[config.mk]
export PLATFORM = sky130hd
export DESIGN_NAME = vout_data_switch
export DESIGN_NICKNAME = d
export VERILOG_FILES = /design/src/rtl/vout_pkg.sv /design/src/rtl/vout_luma_adapt.sv /design/src/rtl/vout_chroma_cond.sv /design/src/rtl/vout_out_reg.sv /design/src/rtl/vout_data_switch.sv
export SDC_FILE = /design/constraint.sdc
export NUM_CORES = 1
export LEC_CHECK = 0
export BUFFER_PORTS_ARGS = -buffer_cell sky130_fd_sc_hd__buf_2
export CAP_MARGIN = 25
export CORE_MARGIN = 1
export CORE_UTILIZATION = 40
export DETAILED_ROUTE_END_ITERATION = 12
export PLACE_DENSITY_LB_ADDON = 0.1
export SYNTH_ARGS = -nofsm -noshare
export SYNTH_HDL_FRONTEND = slang
export SYNTH_HIERARCHICAL = 1
export SYNTH_SLANG_ARGS = --single-unit
[constraint.sdc]
create_clock -name clk -period 1.9 [get_ports clk]
set_input_delay 0.57 -clock clk [delete_from_list [all_inputs] [get_ports clk]]
set_output_delay 0.57 -clock clk [all_outputs]
set_load 0.01 [all_outputs]
[src/rtl/vout_pkg.sv]
package vout_pkg;
  parameter int YIN_W = 10;  // luma input width incl. peaking headroom
  parameter int Y_W   = 9;   // luma output width
  parameter int LO_W  = 8;   // luma width when peaking is off
  parameter int C_W   = 8;   // colour-difference width
  parameter int NUM_C = 2;   // number of colour-difference channels

  function automatic logic [C_W-1:0] no_colour_code();
    return C_W'(1) << (C_W - 1);
  endfunction
endpackage

[src/rtl/vout_luma_adapt.sv]
module vout_luma_adapt #(
  parameter int YIN_W = vout_pkg::YIN_W,
  parameter int Y_W   = vout_pkg::Y_W,
  parameter int LO_W  = vout_pkg::LO_W
) (
  input  logic [YIN_W-1:0] y_in,
  input  logic             peak_en,
  input  logic             blank,
  input  logic [Y_W-1:0]   black_level,
  output logic [Y_W-1:0]   y_next
);
  localparam logic [YIN_W-1:0] LIMIT = YIN_W'((1 << Y_W) - 1);

  logic             over;
  logic [Y_W-1:0]   ranged;

  always_comb begin
    over = (y_in > LIMIT);
    if (peak_en) begin
      ranged = over ? {Y_W{1'b1}} : y_in[Y_W-1:0];
    end else begin
      ranged = Y_W'(y_in[LO_W-1:0]);
    end
    y_next = blank ? black_level : ranged;
  end
endmodule

[src/rtl/vout_chroma_cond.sv]
module vout_chroma_cond #(
  parameter int C_W = vout_pkg::C_W
) (
  input  logic [C_W-1:0] c_in,
  input  logic           inv,
  input  logic           kill,
  input  logic           blank,
  output logic [C_W-1:0] c_next
);
  localparam logic [C_W-1:0] MID = C_W'(1) << (C_W - 1);

  logic [C_W-1:0] c_pol;

  always_comb begin
    // polarity flip first, override last: no-colour stays exact
    c_pol  = inv ? ~c_in : c_in;
    c_next = (blank || kill) ? MID : c_pol;
  end
endmodule

[src/rtl/vout_out_reg.sv]
module vout_out_reg #(
  parameter int Y_W   = vout_pkg::Y_W,
  parameter int C_W   = vout_pkg::C_W,
  parameter int NUM_C = vout_pkg::NUM_C
) (
  input  logic                      clk,
  input  logic                      rst,
  input  logic                      ld,
  input  logic [Y_W-1:0]            y_d,
  input  logic [NUM_C-1:0][C_W-1:0] c_d,
  output logic                      vld_q,
  output logic [Y_W-1:0]            y_q,
  output logic [NUM_C-1:0][C_W-1:0] c_q
);
  localparam logic [C_W-1:0] MID = C_W'(1) << (C_W - 1);

  always_ff @(posedge clk) begin
    if (rst) begin
      vld_q <= 1'b0;
      y_q   <= '0;
    end else begin
      vld_q <= ld;
      if (ld) y_q <= y_d;
    end
  end

  for (genvar g = 0; g < NUM_C; g++) begin : g_creg
    always_ff @(posedge clk) begin
      if (rst)     c_q[g] <= MID;
      else if (ld) c_q[g] <= c_d[g];
    end
  end
endmodule

[src/rtl/vout_data_switch.sv]
module vout_data_switch #(
  parameter int YIN_W = vout_pkg::YIN_W,
  parameter int Y_W   = vout_pkg::Y_W,
  parameter int LO_W  = vout_pkg::LO_W,
  parameter int C_W   = vout_pkg::C_W
) (
  input  logic             clk,
  input  logic             rst,
  input  logic             in_valid,
  input  logic             in_blank,
  input  logic [YIN_W-1:0] y_in,
  input  logic [C_W-1:0]   u_in,
  input  logic [C_W-1:0]   v_in,
  input  logic             peak_en,
  input  logic             chroma_kill,
  input  logic             chroma_inv,
  input  logic [Y_W-1:0]   black_level,
  output logic             out_valid,
  output logic [Y_W-1:0]   y_out,
  output logic [C_W-1:0]   u_out,
  output logic [C_W-1:0]   v_out
);
  localparam int NCH = 2;

  logic [Y_W-1:0]          y_next;
  logic [NCH-1:0][C_W-1:0] c_in_bus;
  logic [NCH-1:0][C_W-1:0] c_next;
  logic [NCH-1:0][C_W-1:0] c_reg;

  assign c_in_bus[0] = u_in;
  assign c_in_bus[1] = v_in;

  vout_luma_adapt #(.YIN_W(YIN_W), .Y_W(Y_W), .LO_W(LO_W)) u_luma (
    .y_in        (y_in),
    .peak_en     (peak_en),
    .blank       (in_blank),
    .black_level (black_level),
    .y_next      (y_next)
  );

  for (genvar ch = 0; ch < NCH; ch++) begin : g_chroma
    vout_chroma_cond #(.C_W(C_W)) u_cc (
      .c_in   (c_in_bus[ch]),
      .inv    (chroma_inv),
      .kill   (chroma_kill),
      .blank  (in_blank),
      .c_next (c_next[ch])
    );
  end

  vout_out_reg #(.Y_W(Y_W), .C_W(C_W), .NUM_C(NCH)) u_oreg (
    .clk   (clk),
    .rst   (rst),
    .ld    (in_valid),
    .y_d   (y_next),
    .c_d   (c_next),
    .vld_q (out_valid),
    .y_q   (y_out),
    .c_q   (c_reg)
  );

  assign u_out = c_reg[0];
  assign v_out = c_reg[1];
endmodule

## Word-level counts from Yosys, hierarchy flattened

Index checks and enable logic that the tools add are counted.

- Register bits after elaboration: 26
- Bits of input ports: 42
- Output and inout bits: 26
- Word-level logic and storage cells: 15

- Magnitude comparators: 1
- Mux-type cells: 7
- Bitwise gates (word level): 2
- Reductions and logical operators: 1

Operator list:

| operator | number |
|---|---|
| 2-to-1 mux 8 bit | 4 |
| 2-to-1 mux 9 bit | 3 |
| inverter 8 bit | 2 |
| > comparator 10 x 9 -> 1 bit, second input constant | 1 |
| logical OR 1 bit | 1 |

## Depth between registers and ports, before layout

Gate-level depths: netlist (run 1).

- Depth in word-level cells: 4
- Mapped depth: 5
- Gate-level depth less buffers: 4

## Cells and area by module

Netlist (run 1), hierarchy kept.

By module, submodules not included:

| module | times used | cells each | area each (um^2) | sequential area each (um^2) |
|---|---|---|---|---|
| vout_out_reg | 1 | 83 | 938.4 | 520.5 |
| vout_chroma_cond | 2 | 19 | 117.6 | 0.0 |
| vout_luma_adapt | 1 | 29 | 148.9 | 0.0 |

## Worst setup path after synthesis (run 1)

Ideal clock, no wire load.

- Path kind: input to register
- Start: in chroma_kill
- End: reg u_oreg/c_q[15] (netlist bit)
- Library setup time: 0.120 ns
- Arrival time: 1.351 ns
- Required time: 1.780 ns
- Path slack: 0.429 ns
- Cell stages on the path: 4
- Buffers on the path: 1
- Path through: or2_1 clkbuf_1 nand2b_1 a211o_1

RTL lines:

| element | RTL line | RTL |
|---|---|---|
| start: declaration | vout_data_switch.sv:15 | `input logic chroma_kill,` |
| end signal: indexed assignment | vout_out_reg.sv:30 | `else if (ld) c_q[g] <= c_d[g];` |
| end: declaration | vout_out_reg.sv:13 | `output logic [NUM_C-1:0][C_W-1:0] c_q` |

## Worst setup path after layout (run 1)

- Start: reg u_oreg/c_q[4] (netlist bit)
- End: out u_out[4]

RTL lines:

| element | RTL line | RTL |
|---|---|---|
| end: declaration | vout_data_switch.sv:20 | `output logic [C_W-1:0] u_out,` |

No word-level cell between the ends.

==> results of run 1 <==
-- final cells by class --
type | count | area [µm²]
clock inverter | 1 | 30.0
multi-input combinational | 113 | 708
sequential | 26 | 520
fill | 318 | 1400
timing repair buffer | 69 | 363
tap | 44 | 55.1
clock buffer | 3 | 22.5
-- flip-flops by register name (all words and copies together) (netlist names) --
signal	count
u_oreg/c_q	16
u_oreg/vld_q	1
u_oreg/y_q	9
-- worst max path at each step --
| stage | end |
|---|---|
| after floorplan | u_oreg/c_q[15] |
| after global placement | u_oreg/c_q[15] |
| after detailed placement | u_oreg/c_q[7] |
| after CTS | y_out[0] |
| after global routing | y_out[0] |
| final | u_out[4] |
-- report_power, final --
part / internal (µW) / leakage (µW) / switching (µW)
Clock: 213 / 0.0000279 / 164
Sequential: 572 / 0.000213 / 11.6
Combinational: 119 / 0.000607 / 116
Total: 905 / 0.000848 / 292
-- cells in the final DEF, fill, tap and decap left out --
cell,synthesis,final
buf_2,4,67
nand2_1,2,2
nand2b_1,2,2
or2_1,2,2
nor2b_1,11,11
bufinv_16,0,1
clkbuf_4,0,3
mux2i_1,23,23
dfxtp_1,26,26
buf_4,0,1
a211o_1,2,2
nor2_1,45,45
a21oi_1,8,8
xnor2_1,16,16
buf_12,2,1
o21ai_0,2,2
-- metrics by stage --
stage | util | cells | hold WS [ns] | area, µm² | worst slack [ns]
after CTS | 0.548 | 256 | 0.509 | 1700 | 0.493
after floorplan | - | 150 | 0.531 | 1320 | 0.429
after global routing | 0.548 | 256 | 0.548 | 1700 | 0.435
after global placement | 0.531 | 252 | 0.468 | 1650 | 0.347
final | 0.548 | 256 | 0.501 | 1700 | 0.508
after detailed placement | 0.531 | 252 | 0.475 | 1650 | 0.310
-- logic make-up after synthesis --
kind of cell | share of synthesized area
simple gates | 0.204
buf+inv | 0.0710
flops | 0.394
xor+xnor | 0.106
compound gates | 0.0511
mux | 0.174
-- per-layer routing --
layer	vias to the layer above	part of all wire	track usage
met3	5	0.053	0.0502
met1	527	0.48	0.226
met5	-	0	0
li1	605	-	-
met2	32	0.45	0.271
met4	0	0.013	0.0698
==> metrics.txt, run 1 <==
Row Count 20; effective utilization at floorplan 0.426; crit-path max FO 2; Tcrit/Tclk final 0.733; max capacitance violation total 0; Static Leakage 0.000848 µW; startpoint type of the worst setup path flop; DRC Markers 0; clk slew on worst S/H paths 0.14 ns; Hold Startpoint u_oreg/c_q[2]; Antenna Violating Nets Remaining 0; global-route wire length before repair 4510 µm; Post-Synthesis Cells 150; R2R cell count 2; number of antenna violations at the first check in global routing 0; final hold violations 0; endpoint of the lowest-slack register-to-register path u_oreg/c_q[7]; hpwl dp 2130 µm; Total Negative Setup Slacks 0 ns; detailed router's first-iteration violation count 41; CTS Buf Count 3; Netlist Area Pre-Place 0.00132 mm²; maximum vdd ir drop 0.406 mV; most numerous cell in the Yosys netlist nor2_1; Synth area leaders dfxtp_1 (39%), mux2i_1 (17%), nor2_1 (13%); Post-synth EDFFs 0; Buffers on Ports 67; Hold Path Class reg2reg; category of cells accounting for the largest share of critical-path delay flip-flops; maximum buffer depth of the clock tree 2; logic depth of the worst setup path including buffers 1; prevailing post-synth register cell dfxtp_1; part of the Yosys area used for sequential elements 0.394; Hold Crit Endpoint u_oreg/c_q[2]; total power per unit cell area 704 mW/mm²; Cell variety after synth 15; post-layout min period 1.39 ns; Final nets 255; unrepaired setup endpoints after global routing no; horizontal die dimension 59.5 µm; arrival time at the worst endpoint 0.82 ns; Root Buffer Master clkbuf_4; final count of negative-setup-slack endpoints 0; number of antenna repair diodes 0; Worst Skew 0 ns; most instantiated cells after synthesis nor2_1 (45), dfxtp_1 (26), mux2i_1 (23); pin count of the biggest net entering global routing 27; fraction of layout instances using a drive strength above 1 0.344; total power 1200 µW; DRT Pass-1 Iters 4; endpoint type of the worst setup path primary output; routed wire length per instance 11.1 µm; count of vias placed by the detailed router 1169; relative slew slack 0.675; WP buf/inv 1; highest clock rate 718 MHz; die area 0.00354 mm²; share of synthesized registers carrying an async set or reset 0; run status finished clean; overall routing resource usage 0.174; crit path max-delay cell type dfxtp_1; Slew Limit Fails 0; count of hold-fix buffers inserted at cts 0; clk sinks 26; post-synthesis area per instance 8.82 µm²; Yosys top cell area share 0.394; start-to-end type of the worst setup path reg2out; FF+latch count, synth 26; Core ar. 0.00310 mm²; area growth from synthesis to layout 28.5%; Resized Gates After CTS 0; pin slew with the least headroom to its limit 0.487 ns; clock latency on the worst-skew pair 0.32 ns; y dimension of the die 59.5 µm; IO Pins 68; required time of the critical path 1.33 ns; Final Wtd Congestion 0.719; Via-to-Cell Ratio 4.57; post-CTS setup repair buffer count 0; biggest cell delay along the critical path 0.36 ns; series of cell instances along the critical path buf_2; clock tree from TritonCTS yes; Yosys warning count 6; startpoint of the lowest-slack register-to-register path u_oreg/c_q[7]; number of nets in the synthesized netlist 192; r2r setup slk 1.14 ns; final wirelength 2850 µm; grt ovf 0; leading area contributor after synthesis dfxtp_1; critical path startpoint u_oreg/c_q[4]; hold-critical path depth 2; number of H-tree branching levels 1; via count of the first global-routing pass 1029
No activity file was read; power rests on OpenSTA's default activity.
==> inputs of run 2 (changes only) <==
ABC_AREA = 1   (was not set)
clock period = 1.2 ns   (was 1.9 ns; I/O delays follow)
==> run 2 against run 1 <==
  * Cell count increased by 49%
  * Non-clock buffer count rose by 6
  * Sequential power is 62% higher
  * Flip-flop and latch count unchanged
  * Via count grew 34%
  * Sequential share of layout area is 4.1 points lower
  * Setup slack worse by 0.42 ns
  * Clock skew is the same
  * Critical endpoint is now v_out[5]
==> metrics.txt, run 2 <==
run status finished clean; adder-cell share of the synthesized area 0; max capacitance violation total 0; leading registers by flop count u_oreg/c_q x16, u_oreg/y_q x9, u_oreg/vld_q x1; endpoint type of the worst setup path primary output; count of hold-fix buffers inserted at cts 0; Final Wtd Congestion 0.730; Worst Skew 0 ns; number of H-tree branching levels 1; Static Leakage 0.00117 µW; most common library cell in the layout ignoring fill and taps nor2_1; biggest cell delay along the critical path 0.35 ns; crit path max-delay cell type dfxtp_1; Tcrit/Tclk final 0.927; maximum buffer depth of the clock tree 2; startpoint of the lowest-slack register-to-register path u_oreg/y_q[0]; y dimension of the die 62.9 µm; CTS Buf Count 3; Final nets 378; Buffers on Ports 67; largest register by flop count u_oreg/c_q; DRC Markers 0; post-synthesis area per instance 5.57 µm²; non-filler cells, final 381; Hold Path Class in2reg; clock tree from TritonCTS yes; overall routing resource usage 0.167; post-layout min period 1.11 ns; Via-to-Cell Ratio 4.10; parity-gate share of the synthesized area counting xor and xnor cells 0; number of antenna repair diodes 0; synthesized-area fraction occupied by ao, oa, aoi and oai cells 0.0270; R2R cell count 2; relative slew slack 0.793; startpoint type of the worst setup path flop; number of placed cells counting well taps 377; FF+latch count, synth 26; Row Count 21; Yosys warning count 6; via count of the first global-routing pass 1314; clk slew on worst S/H paths 0.09 ns; total power per unit cell area 1000 mW/mm²; start-to-end type of the worst setup path reg2out; highest clock rate 899 MHz; r2r setup slk 0.64 ns; global-route wire length before repair 5440 µm; number of fill cells 388; final count of negative-setup-slack endpoints 0; simple logic cell fraction of the synthesized area 0.476; detailed router's first-iteration violation count 43; horizontal die dimension 62.9 µm; DRT Pass-1 Iters 4; die area 0.00395 mm²; Post-synth EDFFs 0; clock latency on the worst-skew pair 0.26 ns; maximum vdd ir drop 0.410 mV; required time of the critical path 0.84 ns; arrival time at the worst endpoint 0.75 ns; share of synthesized registers carrying an async set or reset 0; Root Buffer Master clkbuf_8; post-CTS setup repair buffer count 0; WP buf/inv 1; pin slew with the least headroom to its limit 0.311 ns; number of nets in the synthesized netlist 308; highest-count cells in the layout ignoring fill and taps nor2_1 (90), nand2_1 (89), buf_2 (67); IO Pins 68; Yosys top cell area share 0.351; Cell variety after synth 11; Hold Startpoint rst; leading area contributor after synthesis dfxtp_1; Synth area leaders dfxtp_1 (35%), nor2_1 (23%), nand2_1 (23%); flip-flop count of the largest register, all copies and words added 16; prevailing post-synth register cell dfxtp_1; category of cells accounting for the largest share of critical-path delay flip-flops; fraction of layout instances using a drive strength above 1 0.245; Hold Crit Endpoint u_oreg/vld_q; series of cell instances along the critical path buf_2; Netlist Area Pre-Place 0.00148 mm²; final hold violations 0; Core ar. 0.00344 mm²; area growth from synthesis to layout 32.4%; pin count of the biggest net entering global routing 18; crit-path max FO 2; Post-Synthesis Cells 266; endpoint of the lowest-slack register-to-register path u_oreg/y_q[0]; effective utilization at floorplan 0.430; Antenna Violating Nets Remaining 0; final wirelength 3170 µm; Resized Gates After CTS 0; core utilization of the finished layout 0.570; largest family of logic cells by synthesized area simple AND/OR/NAND/NOR gates; most numerous cell in the Yosys netlist nor2_1; clk sinks 26; count of vias placed by the detailed router 1563; most instantiated cells after synthesis nor2_1 (90), nand2_1 (89), inv_1 (36); grt ovf 0; routed wire length per instance 8.32 µm; part of the Yosys area used for sequential elements 0.351; Slew Limit Fails 0; post-synthesis mux area share 0; hpwl dp 2430 µm; unrepaired setup endpoints after global routing no; number of antenna violations at the first check in global routing 0; hold-critical path depth 2
-- run 2: changes by cell type in the layout (fill, tap and decap cells not counted), sizes merged, moves of 6 or more --
cell / before / now
buf: 69 / 75
nor2: 45 / 92
nand2: 2 / 89
xnor2: 16 / 0
inv: 0 / 37
mux2i: 23 / 0
nor2b: 11 / 0
-- run 2: logic make-up after synthesis --
kind of cell | Yosys count
buf+inv | 47
compound gates | 8
simple gates | 185
flops | 26
-- run 2: per-layer routing --
metal	global-route usage	vias to the layer above	share of wire	routed length [µm]
met1	0.217	606	0.52	1640
met5	0	-	0	0
met4	0.0610	0	0.013	42
met3	0.0182	4	0.054	172
li1	-	902	-	-
met2	0.281	51	0.41	1310
-- run 2: layout make-up --
| type | count | area, µm² | share of cell area |
|---|---|---|---|
| repair buffers | 75 | 445 | 0.227 |
| clock buffers | 4 | 55.1 | 0.0281 |
| inverters | 37 | 139 | 0.0708 |
| flip-flops and latches | 26 | 520 | 0.265 |
| well taps | 46 | 57.6 | 0.0293 |
| multi-input cells | 193 | 744 | 0.379 |
-- run 2: worst max path at each step --
stage | from | to | slack [ns] | cells past startpoint
floorplan | chroma_kill | u_oreg/c_q[6] | 0.24 | 7
global placement | in_blank | u_oreg/c_q[2] | -0.02 | 8
detailed placement | in_blank | u_oreg/c_q[6] | -0.03 | 8
CTS | u_oreg/y_q[0] | y_out[0] | 0.07 | 1
global route | u_oreg/y_q[0] | y_out[0] | 0.05 | 1
finish | u_oreg/c_q[13] | v_out[5] | 0.09 | 1
-- run 2: power by group --
part	internal, µW	leakage, µW	switching, µW
Sequential	920	0.000216	24.4
Clock	293	0.0000288	263
Combinational	211	0.000926	258
Total	1420	0.00117	545
-- run 2: metrics by stage --
step	worst slack (ns)	hold WS [ns]	setup TNS (ns)	instance area (µm²)	total power (µW)
after floorplan	0.242	0.432	0	1480	1240
after global placement	-0.0243	0.440	-0.0804	1910	1430
after detailed placement	-0.0253	0.441	-0.192	1910	1440
after CTS	0.0714	0.261	0	1960	1990
after global routing	0.0461	0.261	0	1960	2100
final	0.0882	0.269	0	1960	1970
